<file path="config.mk">
export PLATFORM = sky130hd
export DESIGN_NAME = bank_mmu
export DESIGN_NICKNAME = d
export VERILOG_FILES = /design/src/rtl/bmmu_pkg.sv /design/src/rtl/bmmu_table.sv /design/src/rtl/bmmu_classify.sv /design/src/rtl/bank_mmu.sv
export SDC_FILE = /design/constraint.sdc
export NUM_CORES = 1
export LEC_CHECK = 0
export ABC_AREA = 0
export ABC_CLOCK_PERIOD_IN_PS = 6900
export CAP_MARGIN = 20
export CORE_MARGIN = 2
export CORE_UTILIZATION = 55
export CTS_CLUSTER_DIAMETER = 80
export DETAILED_ROUTE_END_ITERATION = 12
export PLACE_DENSITY = 0.77
export SETUP_SLACK_MARGIN = 0.1
export SLEW_MARGIN = 0
export SYNTH_ARGS = -nofsm -noshare
export SYNTH_HDL_FRONTEND = slang
export SYNTH_SLANG_ARGS = --single-unit
</file>
<file path="constraint.sdc">
create_clock -name clk -period 6.9 [get_ports clk]
set_input_delay 1.38 -clock clk [delete_from_list [all_inputs] [get_ports clk]]
set_output_delay 1.38 -clock clk [all_outputs]
set_load 0.03 [all_outputs]
</file>
<file path="src/rtl/bmmu_pkg.sv">
package bmmu_pkg;

    typedef enum logic [1:0] {
        KIND_READ  = 2'b00,
        KIND_WRITE = 2'b01,
        KIND_FETCH = 2'b10,
        KIND_ALT   = 2'b11
    } kind_e;

    typedef enum logic [1:0] {
        ST_IDLE = 2'b00,
        ST_EVAL = 2'b01,
        ST_RESP = 2'b10
    } state_e;

    // flag word bit positions
    localparam int FLG_ABSENT = 0;
    localparam int FLG_ACC    = 1;
    localparam int FLG_WPROT  = 2;
    localparam int FLG_XPROT  = 3;
    localparam int FLG_SUPER  = 4;
    localparam int FLG_ROM    = 5;
    localparam int FLAG_W     = 6;

    // fault type codes, bit order U W E
    localparam logic [2:0] FT_ABSENT   = 3'b000;
    localparam logic [2:0] FT_XPROT    = 3'b001;
    localparam logic [2:0] FT_WPROT    = 3'b010;
    localparam logic [2:0] FT_USER_RD  = 3'b100;
    localparam logic [2:0] FT_USER_WR  = 3'b110;

    // fixed-map device codes
    localparam logic [7:0] DEV_INT_RAM = 8'h00;
    localparam logic [7:0] DEV_INT_ROM = 8'h01;

endpackage

</file>
<file path="src/rtl/bmmu_table.sv">
module bmmu_table
    import bmmu_pkg::*;
#(
    parameter int ENTRIES = 16,
    parameter int WORD_W  = 16,
    localparam int WORDS  = 2 * ENTRIES,
    localparam int IDX_W  = $clog2(WORDS),
    localparam int SEL_W  = $clog2(ENTRIES)
) (
    input  logic              clk,
    input  logic              rst_n,
    input  logic              host_we,
    input  logic [IDX_W-1:0]  host_idx,
    input  logic [WORD_W-1:0] host_wdata,
    output logic [WORD_W-1:0] host_rdata,
    input  logic [SEL_W-1:0]  xl_sel,
    output logic [WORD_W-1:0] xl_map,
    output logic [FLAG_W-1:0] xl_flags,
    input  logic              acc_set,
    input  logic [SEL_W-1:0]  acc_sel
);

    logic [WORD_W-1:0] mem [WORDS];
    logic [WORD_W-1:0] flag_word;

    always_ff @(posedge clk) begin
        if (!rst_n) begin
            for (int i = 0; i < WORDS; i++) begin
                mem[i] <= '0;
            end
        end else begin
            if (acc_set) begin
                mem[{acc_sel, 1'b1}][FLG_ACC] <= 1'b1;
            end
            // a host write to the same word takes precedence
            if (host_we) begin
                mem[host_idx] <= host_wdata;
            end
        end
    end

    always_comb begin
        host_rdata = mem[host_idx];
        xl_map     = mem[{xl_sel, 1'b0}];
        flag_word  = mem[{xl_sel, 1'b1}];
        xl_flags   = flag_word[FLAG_W-1:0];
    end

    generate
        for (genvar e = 0; e < ENTRIES; e++) begin : g_acc_chk

            acc_sticky_chk: assert property (@(posedge clk) disable iff (!rst_n)
                $fell(mem[2*e+1][FLG_ACC]) |-> $past(host_we));

            acc_cause_chk: assert property (@(posedge clk) disable iff (!rst_n)
                $rose(mem[2*e+1][FLG_ACC]) |-> $past(host_we || (acc_set && acc_sel == SEL_W'(e))));
        end
    endgenerate

endmodule

</file>
<file path="src/rtl/bmmu_classify.sv">
module bmmu_classify
    import bmmu_pkg::*;
#(
    parameter int SEL_W  = 4,
    parameter int DEV_W  = 8,
    parameter int BANK_W = 8,
    localparam int MAP_W = DEV_W + BANK_W
) (
    input  logic              map_on,
    input  logic              ram0,
    input  logic              user,
    input  kind_e             kind,
    input  logic [SEL_W-1:0]  sel,
    input  logic [MAP_W-1:0]  map_word,
    input  logic [FLAG_W-1:0] flags,
    output logic              fault,
    output logic [2:0]        code,
    output logic [DEV_W-1:0]  dev,
    output logic [BANK_W-1:0] bank,
    output logic              wr_ok,
    output logic              mark_acc
);

    logic is_wr;
    logic is_fx;
    logic rom_win0;

    always_comb begin
        is_wr    = (kind == KIND_WRITE);
        is_fx    = (kind == KIND_FETCH);
        rom_win0 = (sel == '0) && !ram0;
        fault    = 1'b0;
        code     = 3'b000;
        mark_acc = 1'b0;
        if (!map_on) begin
            dev   = rom_win0 ? DEV_W'(DEV_INT_ROM) : DEV_W'(DEV_INT_RAM);
            bank  = BANK_W'(sel);
            wr_ok = is_wr && !rom_win0;
        end else begin
            dev  = map_word[MAP_W-1:BANK_W];
            bank = map_word[BANK_W-1:0];
            if (flags[FLG_ABSENT]) begin
                fault = 1'b1;
                code  = FT_ABSENT;
            end else if (user && flags[FLG_SUPER]) begin
                fault = 1'b1;
                code  = is_wr ? FT_USER_WR : FT_USER_RD;
            end else if (is_fx && flags[FLG_XPROT]) begin
                fault = 1'b1;
                code  = FT_XPROT;
            end else if (is_wr && flags[FLG_WPROT]) begin
                fault = 1'b1;
                code  = FT_WPROT;
            end
            wr_ok    = is_wr && !fault && !flags[FLG_ROM];
            mark_acc = wr_ok;
        end
    end

endmodule

</file>
<file path="src/rtl/bank_mmu.sv">
module bank_mmu
    import bmmu_pkg::*;
#(
    parameter int ADDR_W  = 16,
    parameter int SEL_W   = 4,
    parameter int DEV_W   = 8,
    parameter int BANK_W  = 8,
    localparam int OFF_W   = ADDR_W - SEL_W,
    localparam int ENTRIES = 2 ** SEL_W,
    localparam int WORD_W  = DEV_W + BANK_W,
    localparam int IDX_W   = SEL_W + 1
) (
    input  logic              clk,
    input  logic              rst_n,
    input  logic              map_en,
    input  logic              ram0_sel,
    input  logic              user_mode,
    input  logic              req_valid,
    output logic              req_ready,
    input  logic [ADDR_W-1:0] req_addr,
    input  logic [1:0]        req_kind,
    output logic              rsp_valid,
    output logic              rsp_fault,
    output logic [2:0]        rsp_code,
    output logic [DEV_W-1:0]  rsp_dev,
    output logic [BANK_W-1:0] rsp_bank,
    output logic [OFF_W-1:0]  rsp_off,
    output logic              rsp_wr_en,
    input  logic              tbl_we,
    input  logic [IDX_W-1:0]  tbl_idx,
    input  logic [WORD_W-1:0] tbl_wdata,
    output logic [WORD_W-1:0] tbl_rdata
);

    state_e state_q, state_d;
    logic   accept;

    logic [ADDR_W-1:0] addr_q;
    kind_e             kind_q;
    logic              user_q, map_q, ram0_q;

    logic [WORD_W-1:0] xl_map;
    logic [FLAG_W-1:0] xl_flags;
    logic              c_fault, c_wr_ok, c_mark;
    logic [2:0]        c_code;
    logic [DEV_W-1:0]  c_dev;
    logic [BANK_W-1:0] c_bank;

    // state register
    always_ff @(posedge clk) begin
        if (!rst_n) begin
            state_q <= ST_IDLE;
        end else begin
            state_q <= state_d;
        end
    end

    // next state
    always_comb begin
        state_d = state_q;
        unique case (state_q)
            ST_IDLE: if (accept) state_d = ST_EVAL;
            ST_EVAL: state_d = ST_RESP;
            ST_RESP: state_d = ST_IDLE;
            default: state_d = ST_IDLE;
        endcase
    end

    // state decoded outputs
    always_comb begin
        req_ready = 1'b0;
        rsp_valid = 1'b0;
        unique case (state_q)
            ST_IDLE: req_ready = 1'b1;
            ST_EVAL: ;
            ST_RESP: rsp_valid = 1'b1;
            default: ;
        endcase
    end

    assign accept = req_valid && req_ready;

    // request capture
    always_ff @(posedge clk) begin
        if (!rst_n) begin
            addr_q <= '0;
            kind_q <= KIND_READ;
            user_q <= 1'b0;
            map_q  <= 1'b0;
            ram0_q <= 1'b0;
        end else if (accept) begin
            addr_q <= req_addr;
            kind_q <= kind_e'(req_kind);
            user_q <= user_mode;
            map_q  <= map_en;
            ram0_q <= ram0_sel;
        end
    end

    bmmu_table #(
        .ENTRIES (ENTRIES),
        .WORD_W  (WORD_W)
    ) u_table (
        .clk        (clk),
        .rst_n      (rst_n),
        .host_we    (tbl_we),
        .host_idx   (tbl_idx),
        .host_wdata (tbl_wdata),
        .host_rdata (tbl_rdata),
        .xl_sel     (addr_q[ADDR_W-1:OFF_W]),
        .xl_map     (xl_map),
        .xl_flags   (xl_flags),
        .acc_set    ((state_q == ST_EVAL) && c_mark),
        .acc_sel    (addr_q[ADDR_W-1:OFF_W])
    );

    bmmu_classify #(
        .SEL_W  (SEL_W),
        .DEV_W  (DEV_W),
        .BANK_W (BANK_W)
    ) u_classify (
        .map_on   (map_q),
        .ram0     (ram0_q),
        .user     (user_q),
        .kind     (kind_q),
        .sel      (addr_q[ADDR_W-1:OFF_W]),
        .map_word (xl_map),
        .flags    (xl_flags),
        .fault    (c_fault),
        .code     (c_code),
        .dev      (c_dev),
        .bank     (c_bank),
        .wr_ok    (c_wr_ok),
        .mark_acc (c_mark)
    );

    // result register, loaded in EVAL
    always_ff @(posedge clk) begin
        if (!rst_n) begin
            rsp_fault <= 1'b0;
            rsp_code  <= 3'b000;
            rsp_dev   <= '0;
            rsp_bank  <= '0;
            rsp_off   <= '0;
            rsp_wr_en <= 1'b0;
        end else if (state_q == ST_EVAL) begin
            rsp_fault <= c_fault;
            rsp_code  <= c_code;
            rsp_dev   <= c_dev;
            rsp_bank  <= c_bank;
            rsp_off   <= addr_q[OFF_W-1:0];
            rsp_wr_en <= c_wr_ok;
        end
    end


    resp_due_chk: assert property (@(posedge clk) disable iff (!rst_n)
        (req_valid && req_ready) |-> ##2 rsp_valid);

    resp_pulse_chk: assert property (@(posedge clk) disable iff (!rst_n)
        rsp_valid |=> !rsp_valid);

    busy_ready_chk: assert property (@(posedge clk) disable iff (!rst_n)
        (req_valid && req_ready) |=> !req_ready);

    fault_no_write_chk: assert property (@(posedge clk) disable iff (!rst_n)
        (rsp_valid && rsp_fault) |-> !rsp_wr_en);

    fixed_map_clean_chk: assert property (@(posedge clk) disable iff (!rst_n)
        (rsp_valid && !map_q) |-> !rsp_fault);

    clean_code_chk: assert property (@(posedge clk) disable iff (!rst_n)
        (rsp_valid && !rsp_fault) |-> (rsp_code == 3'b000));

endmodule

</file>
==> run summary <==
CTS Sinks: 572
RSZ-0062 raised after global routing: no
Power Dens Cells: 253.5 nW/um2
post-route cell area: 31830 um2
CP Data Arrival Time: 4.50 ns
Setup Skew: 0.04215 ns
Area contributors post-synth: edfxtp_1 (53%), mux4_2 (17%), and2_1 (8.0%)
CTS tree: yes
Mapped Nets: 2047
CP Class: primary input to output pin
initial antenna violation count: 3
setup TNS: 0 ns
DPL Wire Length: 56110 um
Mean Syn Cell Area: 14.10 um2
CTS max path bufs: 3
Commonest cells post-synth: edfxtp_1 (496), and2_1 (361), mux4_2 (214)
Routed Antenna Nets: 0
Die ar.: 53140 um2
row cnt: 83
worst-path fanout max: 28
post-synth top area share: 52.77%
I/O pin count: 97
leakage: 11.11 nW
DR pass1 iterations: 8
ys async rst share: 0%
worst min-delay path class: register to register
Nets: 2060
vias in the first global route: 18920
DRC viols: 0
total congestion overflow: 0
Die H: 230.5 um
Final Cycle Share: 85.27%
# port buffers: 96
post-CTS setup buffer count: 0
Max Slew Vio Count: 0
Final Critical Period: 5.884 ns
top-count cell post-synth: edfxtp_1
Cells after Synth: 2001
vias post-DR: 18940
core area: 50990 um2
Tot GR Track Use: 34.04%
DR iter-0 viols: 2996
max_cap viols: 0
Peak VDD IR: 0.2256 mV
width of the die: 230.5 um
sequential area share after synthesis: 58.16%
Area growth syn-to-layout: 12.79%
number of fill cells: 3723
CTS H-Tree Depth: 2
Final Hold Viols: 0
DR WL/cell: 32.50 um
routed wire length: 89110 um
Synth cell types: 49
largest net degree at the start of global routing: 69
Area after DPL: 29930 um2
synth warn: 0
Root Driver: clkbuf_16
Worst setup EP type: output pin
post-CTS sizing: 0
hold buffers post-CTS: 0
Post-synth EDFFs: 496
post-synth top area cell: edfxtp_1
Yosys reg bits: 572
Clock Pin Slew Worst Setup and Hold Paths: 0.06 ns
Slew HR: 21.78%
Fmax: 0.1700 GHz
Main synth FF type: edfxtp_1
Setup Viol. Count Final: 0
Post-Syn Area: 28220 um2
worst skew pair latency: 0.64 ns
CP startpoint kind: primary input
first-pass GRT wire length: 129100 um
Final GP Congestion: 0.9305
share of cells above drive strength 1: 21.07%
worst path required time: 5.52 ns
Worst Max-Slew Pin Slew: 1.170 ns
Vias/cell: 6.906
status: finished clean
CTS Buf Count: 58
initial core utilization: 55.35%
final timing paths:
| path | start | endpoint | slack (ns) | depth (start not counted) |
|---|---|---|---|---|
| max | tbl_idx[4] | tbl_rdata[8] | 1.02 | 5 |
| min | rsp_code[0]$_SDFFE_PN0N_ | rsp_code[0]$_SDFFE_PN0N_ | 0.45 | 2 |
| max reg2reg | register | u_table.mem[15][1]$_DFF_P_ | 3.01 | 7 |
| min reg2reg | rsp_code[0]$_SDFFE_PN0N_ | rsp_code[0]$_SDFFE_PN0N_ | 0.45 | 2 |
flip-flops by register name, summed over array words and instances (netlist names), named ones only:
register and flops:
user_q 1, addr_q 16, rsp_fault 1, rsp_code 3, map_q 1, ram0_q 1
rsp_bank 8, kind_q 2, rsp_wr_en 1, state_q 2, rsp_dev 8, rsp_off 12
u_table.mem 512
stage by stage:
stage                     total power, mW  hold WS [ns]  worst slack [ns]  cells  utilization (%)
after global routing                8.243        0.4785            0.9299   2740            62.42
after CTS                           8.047        0.4556             1.154   2737            62.33
after detailed placement            4.985        0.4488             1.197   2631            58.70
after floorplan                     4.602        0.4412             2.076   2001                -
after global placement              4.963        0.4409             1.245   2629            58.64
final                               8.071        0.4528             1.016   2742            62.43
kinds of logic after synthesis:
family,synth area share (%)
AOI/OAI and AO/OA,5.298
buffers and inverters,2.877
and+or+nand+nor,15.58
muxes,18.08
DFF,58.16
metal layers:
layer | GRT usage, % | part of all wire [%]
met4 | 18.83 | 6.5
met2 | 52.69 | 46
met5 | 0 | 0.028
met1 | 43.96 | 34
met3 | 9.264 | 13
power breakdown:
group / internal [mW] / leakage, nW / total [mW] / switching, mW
combinational: 0.361 / 4.86 / 0.896 / 0.535
clock: 1.78 / 0.912 / 3.12 / 1.35
sequential: 3.93 / 5.34 / 4.05 / 0.119
total: 6.07 / 11.1 / 8.07 / 2.00
critical path: stages:
cell	delay, ns
clkdlybuf4s50_1	0.85
and2_1	0.93
a22oi_1	0.26
nand4_1	0.31
clkdlybuf4s50_1	0.75
cell type report:
cell class	instances	area [um2]	area share, %
Inverter	2	7.507	0.02358
Sequential cell	572	16430	51.60
Tap cell	680	850.8	2.673
Multi-Input combinational cell	1220	11160	35.05
Clock buffer	80	1615	5.074
Timing Repair Buffer	160	1531	4.811
Clock inverter	26	239.0	0.7507
Antenna cell	2	5.005	0.01572
layout by cell type (no fill, tap or decap), drive strengths merged, types with 5 or more instances in the layout:
| cell | count |
|---|---|
| a31oi | 5 |
| o41ai | 9 |
| nand2b | 8 |
| clkdlybuf4s50 | 93 |
| clkbuf | 81 |
| and2 | 361 |
| a21oi | 32 |
| nand4 | 21 |
| nor2b | 18 |
| edfxtp | 496 |
| a21boi | 35 |
| nor3 | 6 |
| clkinv | 20 |
| nand3 | 11 |
| nor2 | 56 |
| mux2i | 25 |
| o21ai | 31 |
| nand2 | 117 |
| a22oi | 64 |
| and3 | 153 |
| mux4 | 214 |
| dfxtp | 76 |
| buf | 66 |
| a211oi | 23 |
Note: power is estimated with default switching activity, not from simulation.
